<file path="src/rtl/fcd_pkg.sv">
package fcd_pkg;
  typedef enum logic {
    PER_SHORT = 1'b0,
    PER_LONG  = 1'b1
  } per_len_e;
endpackage

</file>
<file path="src/rtl/fcd_cfg_reg.sv">
module fcd_cfg_reg #(
  parameter int IntW  = 8,
  parameter int FracW = 8
) (
  input  logic             clk_i,
  input  logic             rst_ni,
  input  logic             take_i,
  input  logic [IntW-1:0]  int_i,
  input  logic [FracW-1:0] num_i,
  input  logic [FracW-1:0] den_i,
  output logic [IntW-1:0]  int_o,
  output logic [FracW-1:0] num_o,
  output logic [FracW-1:0] den_o
);
  always_ff @(posedge clk_i or negedge rst_ni) begin
    if (!rst_ni) begin
      int_o <= '0;
      num_o <= '0;
      den_o <= '0;
    end else if (take_i) begin
      int_o <= int_i;
      num_o <= num_i;
      den_o <= den_i;
    end
  end
endmodule

</file>
<file path="src/rtl/fcd_accum.sv">
module fcd_accum
  import fcd_pkg::*;
#(
  parameter int FracW = 8
) (
  input  logic             clk_i,
  input  logic             rst_ni,
  input  logic             start_i,
  input  logic [FracW-1:0] start_num_i,
  input  logic             step_i,
  input  logic [FracW-1:0] num_i,
  input  logic [FracW-1:0] den_i,
  output per_len_e         sel_o,
  output logic [FracW-1:0] acc_o
);
  // sum can reach 2D-2, one extra bit
  localparam int SumW = FracW + 1;

  logic [FracW-1:0] acc_q;
  per_len_e         sel_q;
  logic [SumW-1:0]  sum;
  logic [SumW-1:0]  rem;
  logic             carry;

  always_comb begin
    sum   = {1'b0, acc_q} + {1'b0, num_i};
    carry = (sum >= {1'b0, den_i});
    rem   = carry ? (sum - {1'b0, den_i}) : sum;
  end

  always_ff @(posedge clk_i or negedge rst_ni) begin
    if (!rst_ni) begin
      acc_q <= '0;
      sel_q <= PER_SHORT;
    end else if (start_i) begin
      // cleared accumulator plus the first L, period 0 is short
      acc_q <= start_num_i;
      sel_q <= PER_SHORT;
    end else if (step_i) begin
      acc_q <= rem[FracW-1:0];
      sel_q <= carry ? PER_LONG : PER_SHORT;
    end
  end

  assign sel_o = sel_q;
  assign acc_o = acc_q;
endmodule

</file>
<file path="src/rtl/fcd_period_cnt.sv">
module fcd_period_cnt
  import fcd_pkg::*;
#(
  parameter int IntW = 8
) (
  input  logic            clk_i,
  input  logic            rst_ni,
  input  logic            start_i,
  input  logic [IntW-1:0] int_i,
  input  per_len_e        sel_i,
  output logic            end_o,
  output logic [IntW-1:0] cnt_o,
  output logic            pulse_o
);
  localparam int LenW = IntW + 1;

  logic [IntW-1:0] cnt_q;
  logic            pulse_q;
  logic [LenW-1:0] last_idx;
  logic            at_end;

  always_comb begin
    last_idx = {1'b0, int_i} + {{IntW{1'b0}}, sel_i == PER_LONG} - LenW'(1);
    at_end   = ({1'b0, cnt_q} == last_idx);
  end

  always_ff @(posedge clk_i or negedge rst_ni) begin
    if (!rst_ni) begin
      cnt_q   <= '0;
      pulse_q <= 1'b0;
    end else if (start_i || at_end) begin
      cnt_q   <= '0;
      pulse_q <= 1'b1;
    end else begin
      cnt_q   <= cnt_q + IntW'(1);
      pulse_q <= 1'b0;
    end
  end

  assign end_o   = at_end;
  assign cnt_o   = cnt_q;
  assign pulse_o = pulse_q;
endmodule

</file>
<file path="src/rtl/frac_clk_div.sv">
module frac_clk_div
  import fcd_pkg::*;
#(
  parameter int IntW  = 8,
  parameter int FracW = 8
) (
  input  logic             clk_i,
  input  logic             rst_ni,
  input  logic             load_i,
  input  logic [IntW-1:0]  int_i,
  input  logic [FracW-1:0] num_i,
  input  logic [FracW-1:0] den_i,
  output logic             clk_o
);
  logic             fresh_q;
  logic             take;
  logic             per_end;
  logic [IntW-1:0]  cfg_int;
  logic [FracW-1:0] cfg_num;
  logic [FracW-1:0] cfg_den;
  logic [FracW-1:0] acc_q;
  logic [IntW-1:0]  cnt_q;
  per_len_e         sel_q;

  // first edge after reset acts as a capture
  always_ff @(posedge clk_i or negedge rst_ni) begin
    if (!rst_ni) fresh_q <= 1'b1;
    else         fresh_q <= 1'b0;
  end

  assign take = load_i | fresh_q;

  fcd_cfg_reg #(.IntW(IntW), .FracW(FracW)) i_cfg (
    .clk_i  (clk_i),
    .rst_ni (rst_ni),
    .take_i (take),
    .int_i  (int_i),
    .num_i  (num_i),
    .den_i  (den_i),
    .int_o  (cfg_int),
    .num_o  (cfg_num),
    .den_o  (cfg_den)
  );

  fcd_accum #(.FracW(FracW)) i_accum (
    .clk_i       (clk_i),
    .rst_ni      (rst_ni),
    .start_i     (take),
    .start_num_i (num_i),
    .step_i      (per_end),
    .num_i       (cfg_num),
    .den_i       (cfg_den),
    .sel_o       (sel_q),
    .acc_o       (acc_q)
  );

  fcd_period_cnt #(.IntW(IntW)) i_per (
    .clk_i   (clk_i),
    .rst_ni  (rst_ni),
    .start_i (take),
    .int_i   (cfg_int),
    .sel_i   (sel_q),
    .end_o   (per_end),
    .cnt_o   (cnt_q),
    .pulse_o (clk_o)
  );
endmodule

</file>
<file path="config.mk">
export PLATFORM = sky130hd
export DESIGN_NAME = frac_clk_div
export DESIGN_NICKNAME = d
export VERILOG_FILES = /design/src/rtl/fcd_pkg.sv /design/src/rtl/fcd_cfg_reg.sv /design/src/rtl/fcd_accum.sv /design/src/rtl/fcd_period_cnt.sv /design/src/rtl/frac_clk_div.sv
export SDC_FILE = /design/constraint.sdc
export NUM_CORES = 1
export LEC_CHECK = 0
export BUFFER_PORTS_ARGS = -buffer_cell sky130_fd_sc_hd__buf_2
export CORE_ASPECT_RATIO = 0.75
export CORE_MARGIN = 4
export CORE_UTILIZATION = 65
export CTS_BUF_LIST = sky130_fd_sc_hd__clkbuf_4 sky130_fd_sc_hd__clkbuf_8
export CTS_CLUSTER_DIAMETER = 30
export CTS_CLUSTER_SIZE = 25
export DETAILED_ROUTE_END_ITERATION = 8
export HOLD_SLACK_MARGIN = 0.02
export PLACE_DENSITY = 0.95
export SLEW_MARGIN = 30
export SYNTH_ARGS = -nofsm -noshare
export SYNTH_HDL_FRONTEND = slang
export SYNTH_HIERARCHICAL = 1
export SYNTH_SLANG_ARGS = --single-unit
</file>
<file path="constraint.sdc">
create_clock -name clk_i -period 8 [get_ports clk_i]
set_clock_uncertainty 0.05 [all_clocks]
set_input_delay 2 -clock clk_i [delete_from_list [all_inputs] [get_ports clk_i]]
set_output_delay 2 -clock clk_i [all_outputs]
set_load 0.02 [all_outputs]
</file>
==> impl_metrics.py <==
metrics = {
    "outcome": {
        "status": "completed",
    },
    "timing": {
        "hold_viol": 0,
        "rsz0062_at_grt": "no",
        "clock.fmax_ghz": 0.270,
        "setup_viol": 0,
        "setup_tns_ns": 0,
        "fin_crit_sh": 0.464,
        "maxSlewViolCount": 0,
        "fin_ws_ns": 4.29,
        "tightest_slew_ns": 0.716,
        "timing.slew.headroom": 0.523,
        "period_minus_slack_ns": 3.71,
    },
    "grt": {
        "globalRouteMet2Util": 0.403,
        "grtUsageMet1": 0.333,
        "grt.total_usage": 0.251,
        "grt_util_met3": 0.0627,
        "grt_busiest_layer": "met2",
        "grt_start_max_net_pins": 45,
        "grt.overflow.total": 0,
        "antenna_found_initial": 0,
        "grt_pass1_vias": 2213,
        "grt_pass1_wl_mm": 10.9,
    },
    "cells_and_area": {
        "drive_gt1_frac": 0.267,
        "post-route-util": 0.750,
        "n_antenna_cell": 0,
        "multi_input_area_um2": 1650,
        "final-seq-area_um2": 1080,
        "area_growth_pct": 9.07,
        "design_area_um2": 3100,
        "num-fill-cells": 272,
        "layout.nets": 324,
    },
    "die": {
        "die_w_um": 84.3,
        "dieArea_um2": 5500,
        "fp.coreArea_um2": 4130,
        "io_pins": 28,
        "core.rowCount": 20,
        "die_y_um": 65.2,
        "start_util": 0.688,
    },
    "setup_path": {
        "ff2ff_setup_slack_ns": 4.29,
        "path_cells": "ha_1 -> a21oi_1 -> a2bb2oi_1 -> nor3_1 -> a21oi_1 -> o211ai_1 -> ha_1 -> nand4_1 -> o21ai_0 -> a31oi_2 -> nand2_4 -> mux2_4 -> o21ai_2",
        "required_ns": 8.18,
        "worstSetupPathType": "flop to flop",
        "timing.rr.end": "i_accum/acc_o[0]$_DFFE_PN0P_",
        "crit_path_start_kind": "flop",
        "arrival_ns": 3.89,
        "ff2ff_path_depth": 13,
        "path_max_fanout": 7,
        "crit_slowest_cell": "dfrtp_1",
        "worst_setup_path_end_kind": "flop",
        "cp_slowest_stage_delay_ns": 0.43,
        "r2r-start": "i_cfg/num_o[1]$_DFFE_PN0P_",
    },
    "job": {
        "max_cap_violations": 0,
    },
    "clocking": {
        "post_cts_buffers": 0,
        "cts_tree": "done",
        "clkSinkCount": 43,
        "cts_htree_levels": 2,
        "cts_buffers": 5,
        "cts_resized": 0,
        "clk_pin_slew_worst_paths_ns": 0.09,
        "cts_buffer_depth": 2,
        "clk_latency_ns": 0.30,
        "root_buffer": "clkbuf_8",
        "cts_hold_buf": 0,
    },
    "hold_path": {
        "min_to": "i_cfg/den_o[7]$_DFFE_PN0P_",
        "hold_start": "i_cfg/den_o[7]$_DFFE_PN0P_",
        "holdCritPathClass": "flop to flop",
        "hold_depth": 1,
    },
    "logic_synthesis": {
        "synth_warnings": 6,
        "syn-cell-area_um2": 2840,
        "async_flop_share": 1.00,
        "ys_seq_area_frac": 0.379,
        "avgSynthCellArea_um2": 11.5,
        "synth_top_flop_cell": "dfrtp_1",
        "synth_cell_types": 50,
        "netlist_top_cells_area": "dfrtp_1 37%, mux2_4 11%, ha_1 8.4%",
        "synth-edff-count": 0,
        "synth_top_area_frac": 0.370,
        "ys_ff_latch": 43,
        "syn-instance-count": 247,
        "synthesis.nets": 295,
        "yosys.area.top_type": "dfrtp_1",
    },
    "detailed_routing": {
        "post-route-drc-count": 0,
        "final_antenna_net_count": 0,
        "via_per_inst": 6.48,
        "vias": 2151,
        "first_pass_iters": 5,
        "drt-wirelength-per-cell_um": 19.4,
        "drt-initial-drc-count": 267,
        "totalWireLength_mm": 6.43,
    },
    "place": {
        "gp_congestion": 0.943,
        "post_dp_cell_area_um2": 2990,
        "portBuffers": 27,
        "hpwl_mm": 4.45,
        "dp_slack_ns": 4.48,
    },
    "pwr": {
        "ir_drop_mv": 0.159,
        "p_leak_nw": 1.48,
        "power.density_nw_per_um2": 211,
    },
}
==> Yosys cell counts, drive strengths merged (7+ instances only) <==
cell	n
xnor2	13
a21oi	11
mux2i	8
a21o	7
nand3	7
o21ai	15
nor2	7
inv	15
dfrtp	42
mux2	25
a22oi	9
xor2	13
a211oi	10
ha	19
==> critical path: cells and delay by family, from the launching register on <==
family                   cells  cell delay, ns
multiplexers                 1            0.35
adder cells (fa/ha/maj)      2            0.68
flip-flops                   1            0.43
AND/OR/NAND/NOR              3            0.45
AO/OA/AOI/OAI                7            1.66
==> layout make-up <==
| type | instances | area share |
|---|---|---|
| Tap cell | 55 | 0.0222 |
| Multi-Input combinational cell | 184 | 0.534 |
| Inverter | 15 | 0.0182 |
| Clock buffer | 7 | 0.0311 |
| Timing Repair Buffer | 27 | 0.0444 |
| Sequential cell | 43 | 0.348 |
| Clock inverter | 1 | 0.00242 |
==> flip-flops by register name (all words and copies together) (netlist names) <==
register       cells
fresh_q            1
i_accum/acc_o      8
i_accum/sel_o      1
i_cfg/den_o        8
i_cfg/int_o        8
i_cfg/num_o        8
i_per/cnt_o        8
i_per/pulse_o      1
==> how the worst max path moves through the flow <==
stage / from / to
4_1_cts: i_cfg/num_o[0]$_DFFE_PN0P_ / i_accum/acc_o[0]$_DFFE_PN0P_
5_1_grt: i_cfg/num_o[0]$_DFFE_PN0P_ / i_accum/acc_o[0]$_DFFE_PN0P_
3_5_place_dp: load_i / i_accum/acc_o[5]$_DFFE_PN0P_
2_1_floorplan: i_cfg/num_o[0]$_DFFE_PN0P_ / i_accum/acc_o[0]$_DFFE_PN0P_
6_report: i_cfg/num_o[1]$_DFFE_PN0P_ / i_accum/acc_o[0]$_DFFE_PN0P_
3_3_place_gp: load_i / i_accum/acc_o[0]$_DFFE_PN0P_
==> per-stage QoR <==
| step | instances | power (mW) | hold WS [ns] |
|---|---|---|---|
| global route | 332 | 0.691 | 0.479 |
| CTS | 332 | 0.647 | 0.464 |
| finish | 332 | 0.653 | 0.463 |
| global placement | 324 | 0.475 | 0.440 |
| floorplan | 247 | 0.435 | 0.427 |
| detailed placement | 324 | 0.489 | 0.447 |
==> cell families after synthesis <==
family / Yosys count / share of synthesized area
and+or+nand+nor: 38 / 0.0811
DFF: 43 / 0.379
AOI/OAI and AO/OA: 65 / 0.165
muxes: 33 / 0.155
adders and majority gates: 21 / 0.0978
xor gates and xnor gates: 26 / 0.0802
buffers and inverters: 20 / 0.0405
other: 1 / 0.00132
==> report_power, final <==
part           total (mW)  internal (mW)  switching, mW  leakage (nW)
Combinational       0.251          0.112          0.139         0.908
Clock               0.157         0.0786         0.0781        0.0505
Sequential          0.246          0.232         0.0135         0.521
==> routing by layer <==
metal	vias to the layer above	share of wire
met3	33	0.088
met5	-	0
met4	0	0.026
met1	1030	0.43
li1	954	-
met2	134	0.46
==> layout by cell type (no fill, tap or decap), types with 3 or more instances in the layout <==
cell type	n
dfrtp_1	42
buf_2	26
mux2_4	21
ha_1	19
inv_1	15
xor2_1	13
xnor2_1	13
a21oi_1	11
a22oi_1	9
a211oi_1	9
o21ai_1	8
clkbuf_8	7
nand3_1	7
nor2_1	7
mux2i_1	7
a21o_1	6
o21ai_0	5
nand2_1	4
mux2_2	4
o21bai_1	3
and3_1	3
Power figures use the tool's default switching activity.
